File: config.mk
export PLATFORM = sky130hd
export DESIGN_NAME = hbridge_steer
export DESIGN_NICKNAME = d
export VERILOG_FILES = /design/src/rtl/hb_pkg.sv /design/src/rtl/hb_sync.sv /design/src/rtl/hb_carrier.sv /design/src/rtl/hb_legs.sv /design/src/rtl/hbridge_steer.sv
export SDC_FILE = /design/constraint.sdc
export NUM_CORES = 1
export LEC_CHECK = 0
export ABC_AREA = 1
export BUFFER_PORTS_ARGS = -buffer_cell sky130_fd_sc_hd__buf_2
export CAP_MARGIN = 40
export CELL_PAD_IN_SITES_DETAIL_PLACEMENT = 0
export CELL_PAD_IN_SITES_GLOBAL_PLACEMENT = 1
export CORE_ASPECT_RATIO = 1.75
export CORE_MARGIN = 3
export CORE_UTILIZATION = 24
export DETAILED_ROUTE_END_ITERATION = 8
export PLACE_DENSITY_LB_ADDON = 0.1
export SKIP_CTS_REPAIR_TIMING = 1
export SYNTH_ARGS = -nofsm -noshare
export SYNTH_HDL_FRONTEND = slang
export SYNTH_HIERARCHICAL = 1
export SYNTH_SLANG_ARGS = --single-unit
File: constraint.sdc
create_clock -name clk -period 2.8 [get_ports clk]
set_input_delay 0.14 -clock clk [delete_from_list [all_inputs] [get_ports clk]]
set_output_delay 0.14 -clock clk [all_outputs]
set_load 0.01 [all_outputs]
File: src/rtl/hb_pkg.sv
package hb_pkg;
    typedef enum logic [1:0] {
        DIR_OFF   = 2'd0,
        DIR_CLOSE = 2'd1,
        DIR_OPEN  = 2'd2
    } dir_e;
endpackage

File: src/rtl/hb_sync.sv
module hb_sync #(
    parameter int STAGES = 2
) (
    input  logic clk,
    input  logic rst_n,
    input  logic d_i,
    output logic q_o
);
    logic [STAGES-1:0] sh_d, sh_q;

    always_comb begin
        sh_d = {sh_q[STAGES-2:0], d_i};
    end

    always_ff @(posedge clk or negedge rst_n) begin
        if (!rst_n) sh_q <= '1;   // line idles high
        else        sh_q <= sh_d;
    end

    assign q_o = sh_q[STAGES-1];
endmodule

File: src/rtl/hb_carrier.sv
module hb_carrier #(
    parameter int HALF_DIV = 40
) (
    input  logic clk,
    input  logic rst_n,
    input  logic tx_i,
    input  logic key_i,     // synchronised serial line is low
    output logic run_o,
    output logic osc_o
);
    localparam int CW = (HALF_DIV > 2) ? $clog2(HALF_DIV) : 1;
    localparam logic [CW-1:0] LAST = CW'(HALF_DIV - 1);

    typedef struct packed {
        logic          run;
        logic          osc;
        logic [CW-1:0] cnt;
    } car_t;

    car_t car_d, car_q;

    always_comb begin
        car_d = car_q;
        if (!tx_i) begin
            car_d = '0;
        end else if (!car_q.run) begin
            if (key_i) begin
                car_d.run = 1'b1;
                car_d.osc = 1'b0;
                car_d.cnt = '0;
            end
        end else if (car_q.cnt == LAST) begin
            car_d.cnt = '0;
            if (key_i) begin
                car_d.osc = ~car_q.osc;
            end else begin
                car_d.run = 1'b0;
                car_d.osc = 1'b0;
            end
        end else begin
            car_d.cnt = car_q.cnt + 1'b1;
        end
    end

    always_ff @(posedge clk or negedge rst_n) begin
        if (!rst_n) car_q <= '0;
        else        car_q <= car_d;
    end

    assign run_o = car_q.run;
    assign osc_o = car_q.osc;

    // oscillator level holds for the whole half period
    assert_half_hold_R5: assert property (@(posedge clk) disable iff (!rst_n)
        (car_q.run && tx_i && car_q.cnt != LAST) |=> $stable(car_q.osc));
    // outside transmit mode the oscillator is parked low
    assert_park_low_R3: assert property (@(posedge clk) disable iff (!rst_n)
        !tx_i |=> (!osc_o && !run_o));
    // a stop only happens at a half-period boundary
    assert_stop_boundary_R7: assert property (@(posedge clk) disable iff (!rst_n)
        (car_q.run && tx_i && car_q.cnt != LAST) |=> run_o);
endmodule

File: src/rtl/hb_legs.sv
module hb_legs
    import hb_pkg::*;
#(
    parameter int DEAD_CLKS = 4
) (
    input  logic       clk,
    input  logic       rst_n,
    input  dir_e       req_i,
    output logic [3:0] legs_o   // {ul, ur, ll, lr}
);
    localparam int DW = $clog2(DEAD_CLKS + 1) < 1 ? 1 : $clog2(DEAD_CLKS + 1);

    typedef struct packed {
        dir_e          cur;
        logic [DW-1:0] dead;
    } leg_t;

    leg_t leg_d, leg_q;

    always_comb begin
        leg_d = leg_q;
        if (leg_q.dead != '0) leg_d.dead = leg_q.dead - 1'b1;
        if (req_i != leg_q.cur) begin
            if (leg_q.cur != DIR_OFF) begin
                leg_d.cur  = DIR_OFF;
                leg_d.dead = DW'(DEAD_CLKS);
            end else if (leg_q.dead == '0) begin
                leg_d.cur = req_i;
            end
        end
    end

    always_ff @(posedge clk or negedge rst_n) begin
        if (!rst_n) leg_q <= '{cur: DIR_OFF, dead: '0};
        else        leg_q <= leg_d;
    end

    always_comb begin
        unique case (leg_q.cur)
            DIR_CLOSE: legs_o = 4'b1001;
            DIR_OPEN:  legs_o = 4'b0110;
            default:   legs_o = 4'b0000;
        endcase
    end

    // no direct reversal between directions
    assert_no_reverse_close_R6: assert property (@(posedge clk) disable iff (!rst_n)
        (leg_q.cur == DIR_CLOSE) |=> (leg_q.cur != DIR_OPEN));
    assert_no_reverse_open_R6: assert property (@(posedge clk) disable iff (!rst_n)
        (leg_q.cur == DIR_OPEN) |=> (leg_q.cur != DIR_CLOSE));
    // bridge stays dark while dead-time runs
    assert_dead_dark_R6: assert property (@(posedge clk) disable iff (!rst_n)
        (leg_q.cur == DIR_OFF && leg_q.dead != '0) |=> (legs_o == 4'b0000));
    // never both switches of one side
    assert_side_safe_R6: assert property (@(posedge clk) disable iff (!rst_n)
        !((legs_o[3] && legs_o[1]) || (legs_o[2] && legs_o[0])));
endmodule

File: src/rtl/hbridge_steer.sv
module hbridge_steer
    import hb_pkg::*;
#(
    parameter int HALF_DIV  = 40,
    parameter int DEAD_CLKS = 4
) (
    input  logic clk,
    input  logic rst_n,
    input  logic close_n,
    input  logic open_n,
    input  logic ser_in,
    input  logic dbl_req,
    output logic leg_ul,
    output logic leg_ur,
    output logic leg_ll,
    output logic leg_lr,
    output logic sup_hi
);
    typedef struct packed {
        logic sup;
    } top_t;

    top_t top_d, top_q;
    logic ser_s, tx_mode, run, osc;
    dir_e req;
    logic [3:0] legs;

    assign tx_mode = !close_n && !open_n;

    hb_sync #(.STAGES(2)) u_sync (
        .clk(clk), .rst_n(rst_n), .d_i(ser_in), .q_o(ser_s)
    );

    hb_carrier #(.HALF_DIV(HALF_DIV)) u_car (
        .clk(clk), .rst_n(rst_n), .tx_i(tx_mode), .key_i(!ser_s),
        .run_o(run), .osc_o(osc)
    );

    always_comb begin
        if (tx_mode)       req = run ? (osc ? DIR_OPEN : DIR_CLOSE) : DIR_OFF;
        else if (!close_n) req = DIR_CLOSE;   // close wins, open path forced off
        else if (!open_n)  req = DIR_OPEN;
        else               req = DIR_OFF;
    end

    hb_legs #(.DEAD_CLKS(DEAD_CLKS)) u_legs (
        .clk(clk), .rst_n(rst_n), .req_i(req), .legs_o(legs)
    );

    always_comb begin
        top_d     = top_q;
        top_d.sup = dbl_req;
    end

    always_ff @(posedge clk or negedge rst_n) begin
        if (!rst_n) top_q <= '0;
        else        top_q <= top_d;
    end

    assign {leg_ul, leg_ur, leg_ll, leg_lr} = legs;
    assign sup_hi = top_q.sup;

    // supply select follows the request one clock later
    assert_sup_hi_R8: assert property (@(posedge clk) disable iff (!rst_n)
        dbl_req |=> sup_hi);
    assert_sup_lo_R8: assert property (@(posedge clk) disable iff (!rst_n)
        !dbl_req |=> !sup_hi);
    // transmit with a parked oscillator leaves the bridge dark
    assert_tx_idle_R4: assert property (@(posedge clk) disable iff (!rst_n)
        (tx_mode && !run) |-> (req == DIR_OFF));
endmodule

==> summary.md <==
| Metric | Value |
|---|---|
| Status | complete, no violations |
| DIE AREA | roughly 4600 um2 |
| TritonCTS sink count | 16 |
| Top cell type's share of synthesized area | 38.10% |
| Leakage power | between 0.0005 and 0.0006 uW |
| Slew @ Worst Pin | a little under 0.4 ns |
| CTS tree | yes |
| Largest family of logic cells by synthesized area | simple AND/OR/NAND/NOR gates |
| Wire per inst | 10.48 um |
| R2R depth | 9 |
| Area contributors post-synth | dfrtp_1 (38%), nand2_1 (13%), inv_1 (9.4%) |
| Ant. Diodes | 0 |
| CP startpoint kind | register |
| Layout Skew | 0.005815 ns |
| Fillers | 413 |
| Antenna violations before repair | 0 |
| FF-to-FF End | u_legs/leg_q[1] |
| Setup_tns | 0 ns |
| Crit path max fanout | 4 |
| Worst hold path class | in -> reg |
| RR Startpoint | u_car/osc_o |
| Most common cell in the synthesized netlist | nand2_1 |
| Final Util | 29.67% |
| Tmin final | 1.247 ns |
| Synth Flop Type | dfrtp_1 |
| Gr ovfl total | 0 |
| Final Setup Violations | 0 |
| Post-Syn Instances | 122 |
| PwrDens | 642.7 nW/um2 |
| Core area | about 3700 um2 |
| RD Place Congestion | 0.7281 |
| Reg power frac | 41.3% |
| Sequential element share of the synthesized area | a little over two fifths |
| TritonRoute pass-1 iters | 3 |
| Core Rows | 29 |
| Clk_lat worst skew | about 0.25 ns |
| Clock transition at the registers of the reported paths | 0.07 ns |
| First-pass GRT wire length | 3408 um |
| Vias in the first global route | 788 |
| Switching Share | 33.36% |
| GRT Overall Usage | 9.925% |
| Share of cells above drive strength 1 | a little over a fifth |
| Largest net degree at the start of global routing | 17 |
| H-tree depth | 1 |
| Hold Slack | around 0.21 ns |
| Yosys warning count | 6 |
| Die height | about 88 um |
| Int Pwr | 465.7 uW |
| Number of I/O pins | 11 |
| Final wirelength | 1918 um |
| CP endpoint kind | register |
| Routed vias | 753 |
| Synthesized net count | ~130 |
| Mux cell area share after synthesis | 0% |
| Routed vias/inst | between 4 and 5 |
| Post-synthesis adder-cell area fraction | 4.082% |
| Worst hold stages | 4 |
| Final ANT Viol Nets | 0 |
| Syn-to-layout area delta | 18.23% |
| Post-Synth XOR/XNOR Area | 0.9524% |
| Max-cap violations | 0 |
| Place WS | 1.529 ns |
| Simple-Gate Fraction of Synth Area | 31.43% |
| Critical path class | reg -> reg |
| Min-Delay Endpoint | u_car/run_o |
| Final-stage net count | 147 |
| Post-DP HPWL | 1502 um |
| Top post-synthesis cells by count | nand2_1 (33), inv_1 (23), dfrtp_1 (14), nor2_1 (8), o21ai_0 (8) |
| Comb power frac | between 30% and 40% |
| Avg Cell Area, Syn | 7.538 um2 |
| RSZ-0062 raised after global routing | false |
| Fin crit share | 44.53% |
| Final Worst Setup Slack | 1.553 ns |
| Slew Limit Fails | 0 |
| Worst Path Required | 2.94 ns |
| Achievable Freq | approximately 800 MHz |
| Psw | 233.1 uW |
| Slew HR | 74.25% |
| DRT iter0 DRCs | 8 |
| Arrival @ worst endpoint | ~1.4 ns |
| Initial Utilization | between 20% and 30% |
| Final Power | 698.8 uW |
| Post-synth EDFFs | 0 |
| Hold path start | close_n |
| Compound-cell area share of the yosys netlist | ~7.9% |
| VDD IR max | 0.2317 mV |
| CTS root buffer | clkbuf_8 |
| Netlist cell types | 20 |
| Clk buf depth | 2 |
| DRC | 0 |
| CTS buffer count | 3 |
| Reg2Reg Setup Slack | 1.55 ns |
| I/O Buffers | 10 |
| Seq cells post-synth | 16 |
| Asr flop ratio synth | 100.0% |
| Synth area leader | dfrtp_1 |
| Mapped Area | 919.6 um2 |
| Die W | 52.80 um |
| Final Hold Fails | 0 |
| Clock Power Share | roughly a quarter |
routing by layer:
layer | vias up | wire length [um] | global-route usage, %
li1 | 395 | - | -
met1 | 350 | 811 | 10.24
met2 | 6 | 1042 | 18.55
met3 | 2 | 40 | 1.533
met4 | 0 | 23 | 4.884
met5 | - | 0 | 0
power groups by stage:
stage,clock (uW),combinational [uW],sequential [uW]
after floorplan,0,186,288
after global placement,0,232,293
after detailed placement,0,232,293
after CTS,189,234,289
after global routing,200,274,293
final,179,231,289
worst max path at each step:
stage	cells past startpoint	startpoint	end
floorplan	6	u_legs/leg_q[0]	u_legs/leg_q[1]
detailed placement	9	u_car/osc_o	u_legs/leg_q[1]
finish	9	u_car/osc_o	u_legs/leg_q[1]
global route	6	u_legs/leg_q[0]	u_legs/leg_q[3]
global placement	8	u_car/osc_o	u_legs/leg_q[1]
CTS	9	u_car/osc_o	u_legs/leg_q[1]
state kept, by name, summed over array words and instances, names as in the netlist:
name	cells
u_car/run_o	1
u_car/osc_o	1
u_car/car_q	6
u_legs/leg_q	5
sup_hi	1
u_sync/sh_q	2
metrics by stage:
step,cell area (um2),instances
floorplan,919.6,122
CTS,1057,180
global route,1087,183
detailed placement,1012,176
global placement,1012,176
finish,1087,183
final cells by class:
type	count	area, um2	area share [%]
tap	46	57.56	5.293
sequential	16	402.9	37.05
timing repair buffer	13	80.08	7.365
clock buffer	4	45.04	4.143
inverter	25	93.84	8.631
multi-input combinational	79	407.9	37.51
logic make-up (layout without fill, tap and decap cells):
family / Yosys count / count (layout)
AO/OA/AOI/OAI: 14 / 14
XOR/XNOR: 1 / 1
adder cells (fa/ha/maj): 3 / 3
buffers and inverters: 27 / 42
flip-flops: 16 / 16
AND/OR/NAND/NOR: 61 / 61
worst max-delay path, stage by stage (launching register included):
cell,delay [ns]
dfrtp_1,0.41
nor2_1,0.11
nand2_1,0.05
nand2_1,0.12
inv_1,0.05
nand2_1,0.06
nand2_1,0.08
nand2_4,0.09
nand2_2,0.05
and2_4,0.13
cell usage in the layout (no fill, tap or decap), drive strengths merged:
cell / instances
inv: 25
nor3: 1
xor2: 1
nor2: 11
o21ai: 8
o22ai: 2
dfrtp: 14
a21oi: 4
clkbuf: 4
dlygate4sd3: 3
nand2: 42
and2: 1
ha: 3
dfstp: 2
nand3: 5
buf: 10
nand4: 1
No activity file was read; power rests on OpenSTA's default activity.
